### src/rtl/esc_pkg.sv
package esc_pkg;

    // Operating mode of each scan flip-flop.
    typedef enum logic {
        FF_CAPTURE = 1'b0,
        FF_SHIFT   = 1'b1
    } ff_mode_e;

    // Operating mode of each hold stage.
    typedef enum logic [1:0] {
        HS_BYPASS = 2'd0,
        HS_TRACK  = 2'd1,
        HS_FROZEN = 2'd2
    } hold_mode_e;

endpackage

### src/rtl/esc_mode_dec.sv
module esc_mode_dec
    import esc_pkg::*;
(
    input  logic       test_ctl,
    input  logic       hold_req,
    input  logic       scan_en,
    output ff_mode_e   ff_mode,
    output hold_mode_e hold_mode
);

    // The flop mode follows the shift enable directly.
    always_comb begin
        ff_mode = scan_en ? FF_SHIFT : FF_CAPTURE;
    end

    // Hold stage mode: normal operation bypasses the stage; test operation
    // either tracks the flop or freezes on the hold request.
    always_comb begin
        unique case ({test_ctl, hold_req})
            2'b00:   hold_mode = HS_TRACK;
            2'b01:   hold_mode = HS_FROZEN;
            2'b10:   hold_mode = HS_BYPASS;
            2'b11:   hold_mode = HS_BYPASS;
            default: hold_mode = HS_BYPASS;
        endcase
    end

endmodule

### src/rtl/esc_cell.sv
module esc_cell
    import esc_pkg::*;
(
    input  logic       clk,
    input  logic       rst_n,
    input  ff_mode_e   ff_mode,
    input  hold_mode_e hold_mode,
    input  logic       func_d,
    input  logic       scan_d,
    output logic       ff_q,
    output logic       lat_q,
    output logic       logic_q
);

    logic ff_next;

    // Scan multiplexer in front of the flip-flop.
    always_comb begin
        unique case (ff_mode)
            FF_SHIFT:   ff_next = scan_d;
            FF_CAPTURE: ff_next = func_d;
            default:    ff_next = func_d;
        endcase
    end

    // Scan flip-flop.
    always_ff @(posedge clk) begin
        if (!rst_n) begin
            ff_q <= 1'b0;
        end else begin
            ff_q <= ff_next;
        end
    end

    // Hold stage: loads the flop's next value only while tracking, so it
    // equals the flop after every tracking edge and stays quiet otherwise.
    always_ff @(posedge clk) begin
        if (!rst_n) begin
            lat_q <= 1'b0;
        end else if (hold_mode == HS_TRACK) begin
            lat_q <= ff_next;
        end
    end

    // Output selection toward the logic under test.
    always_comb begin
        unique case (hold_mode)
            HS_FROZEN: logic_q = lat_q;
            HS_TRACK:  logic_q = ff_q;
            HS_BYPASS: logic_q = ff_q;
            default:   logic_q = ff_q;
        endcase
    end

endmodule

### src/rtl/esc_chain.sv
module esc_chain
    import esc_pkg::*;
#(
    parameter int CHAIN_LEN = 8
) (
    input  logic                 clk,
    input  logic                 rst_n,
    input  logic                 test_ctl,
    input  logic                 hold_req,
    input  logic                 scan_en,
    input  logic                 scan_in,
    input  logic [CHAIN_LEN-1:0] func_d,
    output logic [CHAIN_LEN-1:0] func_q,
    output logic                 scan_out
);

    localparam int LAST = CHAIN_LEN - 1;

    ff_mode_e             ff_mode;
    hold_mode_e           hold_mode;
    logic [CHAIN_LEN-1:0] ff_q;
    logic [CHAIN_LEN-1:0] lat_q;

    esc_mode_dec u_dec (
        .test_ctl  (test_ctl),
        .hold_req  (hold_req),
        .scan_en   (scan_en),
        .ff_mode   (ff_mode),
        .hold_mode (hold_mode)
    );

    for (genvar i = 0; i < CHAIN_LEN; i++) begin : g_cell
        logic sd;
        if (i == 0) begin : g_head
            assign sd = scan_in;
        end else begin : g_link
            assign sd = ff_q[i-1];
        end

        esc_cell u_cell (
            .clk       (clk),
            .rst_n     (rst_n),
            .ff_mode   (ff_mode),
            .hold_mode (hold_mode),
            .func_d    (func_d[i]),
            .scan_d    (sd),
            .ff_q      (ff_q[i]),
            .lat_q     (lat_q[i]),
            .logic_q   (func_q[i])
        );
    end

    assign scan_out = ff_q[LAST];

endmodule

### config.mk
export PLATFORM = sky130hd
export DESIGN_NAME = esc_chain
export DESIGN_NICKNAME = d
export VERILOG_FILES = /design/src/rtl/esc_pkg.sv /design/src/rtl/esc_mode_dec.sv /design/src/rtl/esc_cell.sv /design/src/rtl/esc_chain.sv
export SDC_FILE = /design/constraint.sdc
export NUM_CORES = 1
export LEC_CHECK = 0
export BUFFER_PORTS_ARGS = -buffer_cell sky130_fd_sc_hd__buf_2
export CAP_MARGIN = 15
export CORE_MARGIN = 4
export CORE_UTILIZATION = 30
export DETAILED_ROUTE_END_ITERATION = 7
export GPL_TIMING_DRIVEN = 0
export HOLD_SLACK_MARGIN = 0.08
export PLACE_DENSITY = 0.59
export SLEW_MARGIN = 0
export SYNTH_ARGS = -nofsm -noshare
export SYNTH_HDL_FRONTEND = slang
export SYNTH_SLANG_ARGS = --single-unit
### constraint.sdc
create_clock -name clk -period 2.3 [get_ports clk]
set_input_delay 0.46 -clock clk [delete_from_list [all_inputs] [get_ports clk]]
set_output_delay 0.46 -clock clk [all_outputs]
set_load 0.05 [all_outputs]
==> run_results.csv, run 1 <==
group,metric,value,unit
pwr,comb_power_share,25.2,%
grt,grt_usage,10.5,%
grt,grt_max_degree,11,
timing,max_freq,486,MHz
worst_setup_path,crit_chain,"buf_2, nand2b_4, buf_6, mux2_2, buf_4, buf_2",
yosys,ys_ff_latch,16,
floorplan,dieHeight,61.3,um
routing,vias_per_cell,4.71,
routing,drc,0,
worst_setup_path,crit_buf_inv,4,
clock_tree,clk_pin_slew_worst_paths,100,ps
routing,drt-initial-drc-count,17,
cells_and_area,diodes,0,
yosys,synthCells,74,
grt,grt_pass1_wl,2900,um
cells_and_area,fin_area,1020,um^2
worst_setup_path,max_stage_delay,340,ps
timing,fin_crit_sh,89.4,%
timing,fin_tns_setup,0,ps
cells_and_area,areaGrowthSynthToFinish,19.9,%
pwr,p_total,657,uW
clock_tree,cts_tree,"built",
pwr,swShare,28.6,%
grt,overflow,0,
routing,dr.pass1.iters,3,
yosys,ys_async_sr_fraction,0,%
yosys,synth_edf_count,0,
timing,finClkSkew,7.18,ps
placed_design,hpwl,1250,um
pwr,pwr-share-seq,46.1,%
timing,hold_viol,0,
cells_and_area,utilization,37.4,%
cells_and_area,layout-drive-gt1-share,62.9,%
yosys,syn_avg_cell_area,11.5,um^2
placed_design,numPortBuffers,19,
pwr,p_per_area,642,nW/um^2
timing,relSlewSlack,70.9,%
routing,vias,603,
floorplan,num_rows,19,
yosys,mappedNetlistArea,853,um^2
routing,wl_per_cell,13.7,um
pwr,cell_internal_pwr,469,uW
worst_setup_path,crit_required,1840,ps
clock_tree,clk_latency,290,ps
worst_setup_path,crit_arrival,1600,ps
timing,worst_slew_pin_slew,436,ps
grt,antenna_found_initial,0,
placed_design,pre_cts_slack,239,ps
clock_tree,clock-sinks,16,
worst_setup_path,cp-end-kind,"output port",
yosys,synth_cell_type_count,16,
placed_design,dpl_cell_area,987,um^2
yosys,syn_nets,88,
timing,min_period,2060,ps
routing,wirelength,1760,um
clock_tree,htreeDepth,1,
flow_run,drv_cap,0,
worst_setup_path,crit_top_cell,"buf_2",
worst_setup_path,critPathTopFamily,"buffers and inverters",
yosys,yosysSeqAreaShare,37.5,%
floorplan,initial_utilization,31.2,%
grt,grt_pass1_vias,613,
timing,setup_ws,243,ps
worst_setup_path,start_kind,"input pin",
clock_tree,hold_buffers,0,
clock_tree,cts.repair.resized,0,
clock_tree,cts-root-buf,"clkbuf_4",
timing,rsz0062_at_grt,"no",
yosys,synth_ff_type,"dfxtp_1",
worst_setup_path,critPathSlowestCell,"mux2_2",
timing,setup_violations,0,
hold_path,hp-class,"input pin to flop",
yosys,ys_warn_count,0,
clock_tree,numCtsBuffers,3,
pwr,p_switching,188,uW
timing,drv_slew,0,
cells_and_area,finalNetCount,112,
floorplan,fp.dieW,61.3,um
placed_design,routabilityCongestion,0.677,
cells_and_area,fillers,270,
floorplan,dieArea,3760,um^2
status,status,"completed",
worst_setup_path,path_max_fanout,8,
floorplan,core,2730,um^2
pwr,clkPwrFrac,28.7,%
routing,ant_nets,0,
clock_tree,post_cts_buffers,0,
pwr,p_leak,0.000509,uW
pwr,peakVddDrop,0.281,mV
clock_tree,cts_buffer_depth,2,
floorplan,ioPinCount,23,
worst_setup_path,worstSetupPathType,"input pin to output port",
[state kept, by name (all words and copies together), names as in the netlist]
register             cells
g_cell.u_cell.ff_q       8
g_cell.u_cell.lat_q      8
[worst paths after layout]
kind	from	end	slack [ps]	depth (start not counted)
min	func_d[5]	g_cell[5].u_cell.ff_q	420	3
max	test_ctl	func_q[6]	240	6
min reg2reg	g_cell[4].u_cell.ff_q	g_cell[5].u_cell.ff_q	520	2
max reg2reg	g_cell[3].u_cell.ff_q	g_cell[4].u_cell.lat_q	1310	2
[synth_stat cells (2+ instances only)]
| master | count | area [um^2] |
|---|---|---|
| and2_2 | 7 | 52.6 |
| buf_2 | 4 | 20.0 |
| buf_4 | 8 | 60.1 |
| buf_6 | 2 | 22.5 |
| dfxtp_1 | 16 | 320 |
| mux2_2 | 7 | 78.8 |
| mux2_4 | 8 | 120 |
| nor2_1 | 2 | 7.51 |
| o21bai_1 | 7 | 52.6 |
| o311a_1 | 7 | 70.1 |
[cell families after synthesis]
logic type / count (synthesis) / share of synthesized area, %
simple gates: 10 / 8.65
compound gates: 16 / 16.4
flops: 16 / 37.5
buf+inv: 16 / 12.9
mux: 16 / 24.5
[placed cells by master (no fill, tap or decap), drive strengths merged]
master  netlist  final
a211oi        1      1
and2          7      7
buf          14     33
clkbuf        1      5
dfxtp        16     16
inv           1      1
mux2         15     15
mux2i         1      1
nand2b        1      1
nor2          2      2
o21ba         1      1
o21bai        7      7
o311a         7      7
[metal layers]
layer | track usage, % | up-vias | wire length, um
li1 | - | 302 | -
met1 | 14.2 | 286 | 872
met2 | 16.9 | 13 | 803
met3 | 1.89 | 2 | 61
met4 | 3.64 | 0 | 21
met5 | 0 | - | 0
[layout make-up]
| type | count | area [um^2] | share of cell area [%] |
|---|---|---|---|
| Clock buffer | 4 | 36.3 | 3.55 |
| Sequential cell | 16 | 320 | 31.3 |
| Timing Repair Buffer | 19 | 95.1 | 9.29 |
| Inverter | 1 | 3.75 | 0.367 |
| Tap cell | 31 | 38.8 | 3.79 |
| Multi-Input combinational cell | 42 | 423 | 41.3 |
| Buffer | 15 | 106 | 10.4 |
[worst register-to-register path, delay by kind of cell (launching register included)]
kind | cells | cell delay [ps]
muxes | 1 | 260
AOI/OAI and AO/OA | 1 | 280
DFF | 1 | 340
[power groups by stage]
stage,clock [uW],sequential (uW),combinational [uW]
after CTS,193,303,167
after global placement,0,308,164
after detailed placement,0,309,167
final,188,303,166
after global routing,204,305,179
after floorplan,0,310,130
[per-stage QoR]
stage	hold slack, ps	std cells
after floorplan	479	74
after global placement	513	124
after detailed placement	529	124
after CTS	428	128
after global routing	467	128
final	424	128
Note: power is estimated with default switching activity, not from simulation.
==> run 2: changes to the inputs <==
==> constraint.sdc (replaced) <==
create_clock -name clk -period 2.1 [get_ports clk]
set_input_delay 0.42 -clock clk [delete_from_list [all_inputs] [get_ports clk]]
set_output_delay 0.42 -clock clk [all_outputs]
set_load 0.1 [all_outputs]
==> run 2 against run 1 <==
- register-to-register slack got worse by 190 ps
- global-route usage stayed put
- die area did not move
- flip-flop and latch count stayed put
- sequential power rose by 9.2%
- via count is 3.0% higher
- count of clock-buffer cells in the layout stayed put
- combinational power up 40%
- critical path depth stayed put
==> run_results.csv, run 2 (same netlist as run 1, synthesis figures left out) <==
group,metric,value,unit
routing,vias,621,
cells_and_area,final_common_cell,"buf_2",
clock_tree,numCtsBuffers,3,
worst_setup_path,crit_arrival,1630,ps
placed_design,pre_cts_slack,37.1,ps
grt,grt_usage,10.5,%
clock_tree,cts.repair.resized,0,
timing,finClkSkew,2.69,ps
placed_design,numPortBuffers,19,
floorplan,num_rows,19,
hold_path,hp-class,"input pin to flop",
routing,wirelength,1770,um
timing,setup_ws,50.3,ps
cells_and_area,multi_input_area,423,um^2
clock_tree,hold_buffers,0,
worst_setup_path,regToRegSetupSlack,1120,ps
hold_path,hold_end,"g_cell[5].u_cell.ff_q",
routing,dr.pass1.iters,2,
pwr,peakVddDrop,0.342,mV
clock_tree,htreeDepth,1,
timing,min_period,2050,ps
hold_path,whs_path_depth,3,
routing,ant_nets,0,
grt,grt_use_met2,16.9,%
floorplan,dieArea,3760,um^2
worst_setup_path,start_kind,"input pin",
worst_setup_path,r2r_start,"g_cell[3].u_cell.ff_q",
worst_setup_path,r2r-end,"g_cell[4].u_cell.lat_q",
floorplan,fp.dieW,61.3,um
placed_design,dpl_cell_area,987,um^2
placed_design,routabilityCongestion,0.677,
pwr,p_leak,0.000508,uW
cells_and_area,fin_area,1030,um^2
worst_setup_path,crit_chain,"buf_2, nand2b_4, buf_6, mux2_2, buf_4, buf_2",
timing,rsz0062_at_grt,"no",
worst_setup_path,path_max_fanout,8,
timing,hold_viol,0,
grt,overflow,0,
timing,setup_violations,0,
floorplan,initial_utilization,31.2,%
grt,grt_pass1_vias,613,
timing,drv_slew,0,
cells_and_area,fillers,268,
worst_setup_path,crit_top_cell,"buf_2",
timing,fin_crit_sh,97.6,%
timing,relSlewSlack,67.9,%
grt,grt_pass1_wl,2900,um
routing,drt-initial-drc-count,16,
cells_and_area,biggestRegsByFlops,"g_cell.u_cell.ff_q x8, g_cell.u_cell.lat_q x8",
cells_and_area,seqCellArea,320,um^2
routing,drc,0,
cells_and_area,diodes,0,
floorplan,dieHeight,61.3,um
cells_and_area,finalNetCount,112,
worst_setup_path,crit_buf_inv,4,
worst_setup_path,cp.depth,6,
clock_tree,clk_pin_slew_worst_paths,100,ps
clock_tree,cts_buffer_depth,2,
grt,antenna_found_initial,0,
clock_tree,cts-root-buf,"clkbuf_4",
placed_design,hpwl,1250,um
timing,fin_tns_setup,0,ps
clock_tree,clock-sinks,16,
cells_and_area,layout_common_cells,"buf_2 (19), dfxtp_1 (16), buf_4 (9)",
flow_run,drv_cap,0,
grt,grtUsageMet3,1.89,%
status,status,"completed",
timing,worst_hold_slack,388,ps
worst_setup_path,max_stage_delay,330,ps
worst_setup_path,cp-end-kind,"output port",
worst_setup_path,reg2regPathDepth,2,
floorplan,ioPinCount,23,
timing,worst_slew_pin_slew,485,ps
clock_tree,cts_tree,"built",
routing,vias_per_cell,4.85,
pwr,p_per_area,742,nW/um^2
grt,grt_max_degree,11,
cells_and_area,areaGrowthSynthToFinish,21.1,%
grt,met1_usage,14.2,%
hold_path,hold_start,"func_d[5]",
floorplan,core,2730,um^2
cells_and_area,utilization,37.8,%
cells_and_area,layout-drive-gt1-share,62.9,%
worst_setup_path,worstSetupPathType,"input pin to output port",
grt,busiest_layer,"met2",
clock_tree,clk_latency,280,ps
clock_tree,post_cts_buffers,0,
worst_setup_path,critPathSlowestCell,"mux2_2",
routing,wl_per_cell,13.8,um
timing,max_freq,488,MHz
worst_setup_path,crit_required,1680,ps
worst_setup_path,critPathTopFamily,"buffers and inverters",
-- run 2: layout make-up --
class                   instances  area share (%)
clock buffers                   4            3.51
repair buffers                 19            10.2
inverters                       1           0.363
flip-flops and latches         16            31.0
multi-input cells              42            40.9
well taps                      31            3.75
plain buffers                  15            10.3
-- run 2: metal layers --
layer / wire [um] / vias up
met5: 0 / -
met4: 20 / 0
met3: 66 / 2
met2: 830 / 15
met1: 855 / 301
li1: - / 303
-- run 2: worst register-to-register path, delay by kind of cell (launching register included) --
kind	cells	cell delay [ps]
compound gates	1	280
mux	1	260
flops	1	330
-- run 2: per-stage QoR --
stage	cells	total power (uW)
2_1_floorplan	74	531
3_3_place_gp	124	566
3_5_place_dp	124	570
4_1_cts	128	774
5_1_grt	128	805
6_report	128	767
-- run 2: how the worst max path moves through the flow --
stage	startpoint	end	slack, ps
2_1_floorplan	g_cell[7].u_cell.ff_q	func_q[7]	180
6_report	test_ctl	func_q[1]	50
3_5_place_dp	test_ctl	func_q[3]	40
4_1_cts	test_ctl	func_q[3]	30
3_3_place_gp	test_ctl	func_q[6]	40
5_1_grt	test_ctl	func_q[0]	2
-- run 2: power breakdown --
group	switching (uW)	internal, uW	total, uW
clock network	97.5	105	203
logic	145	87.8	233
registers	8.45	323	331
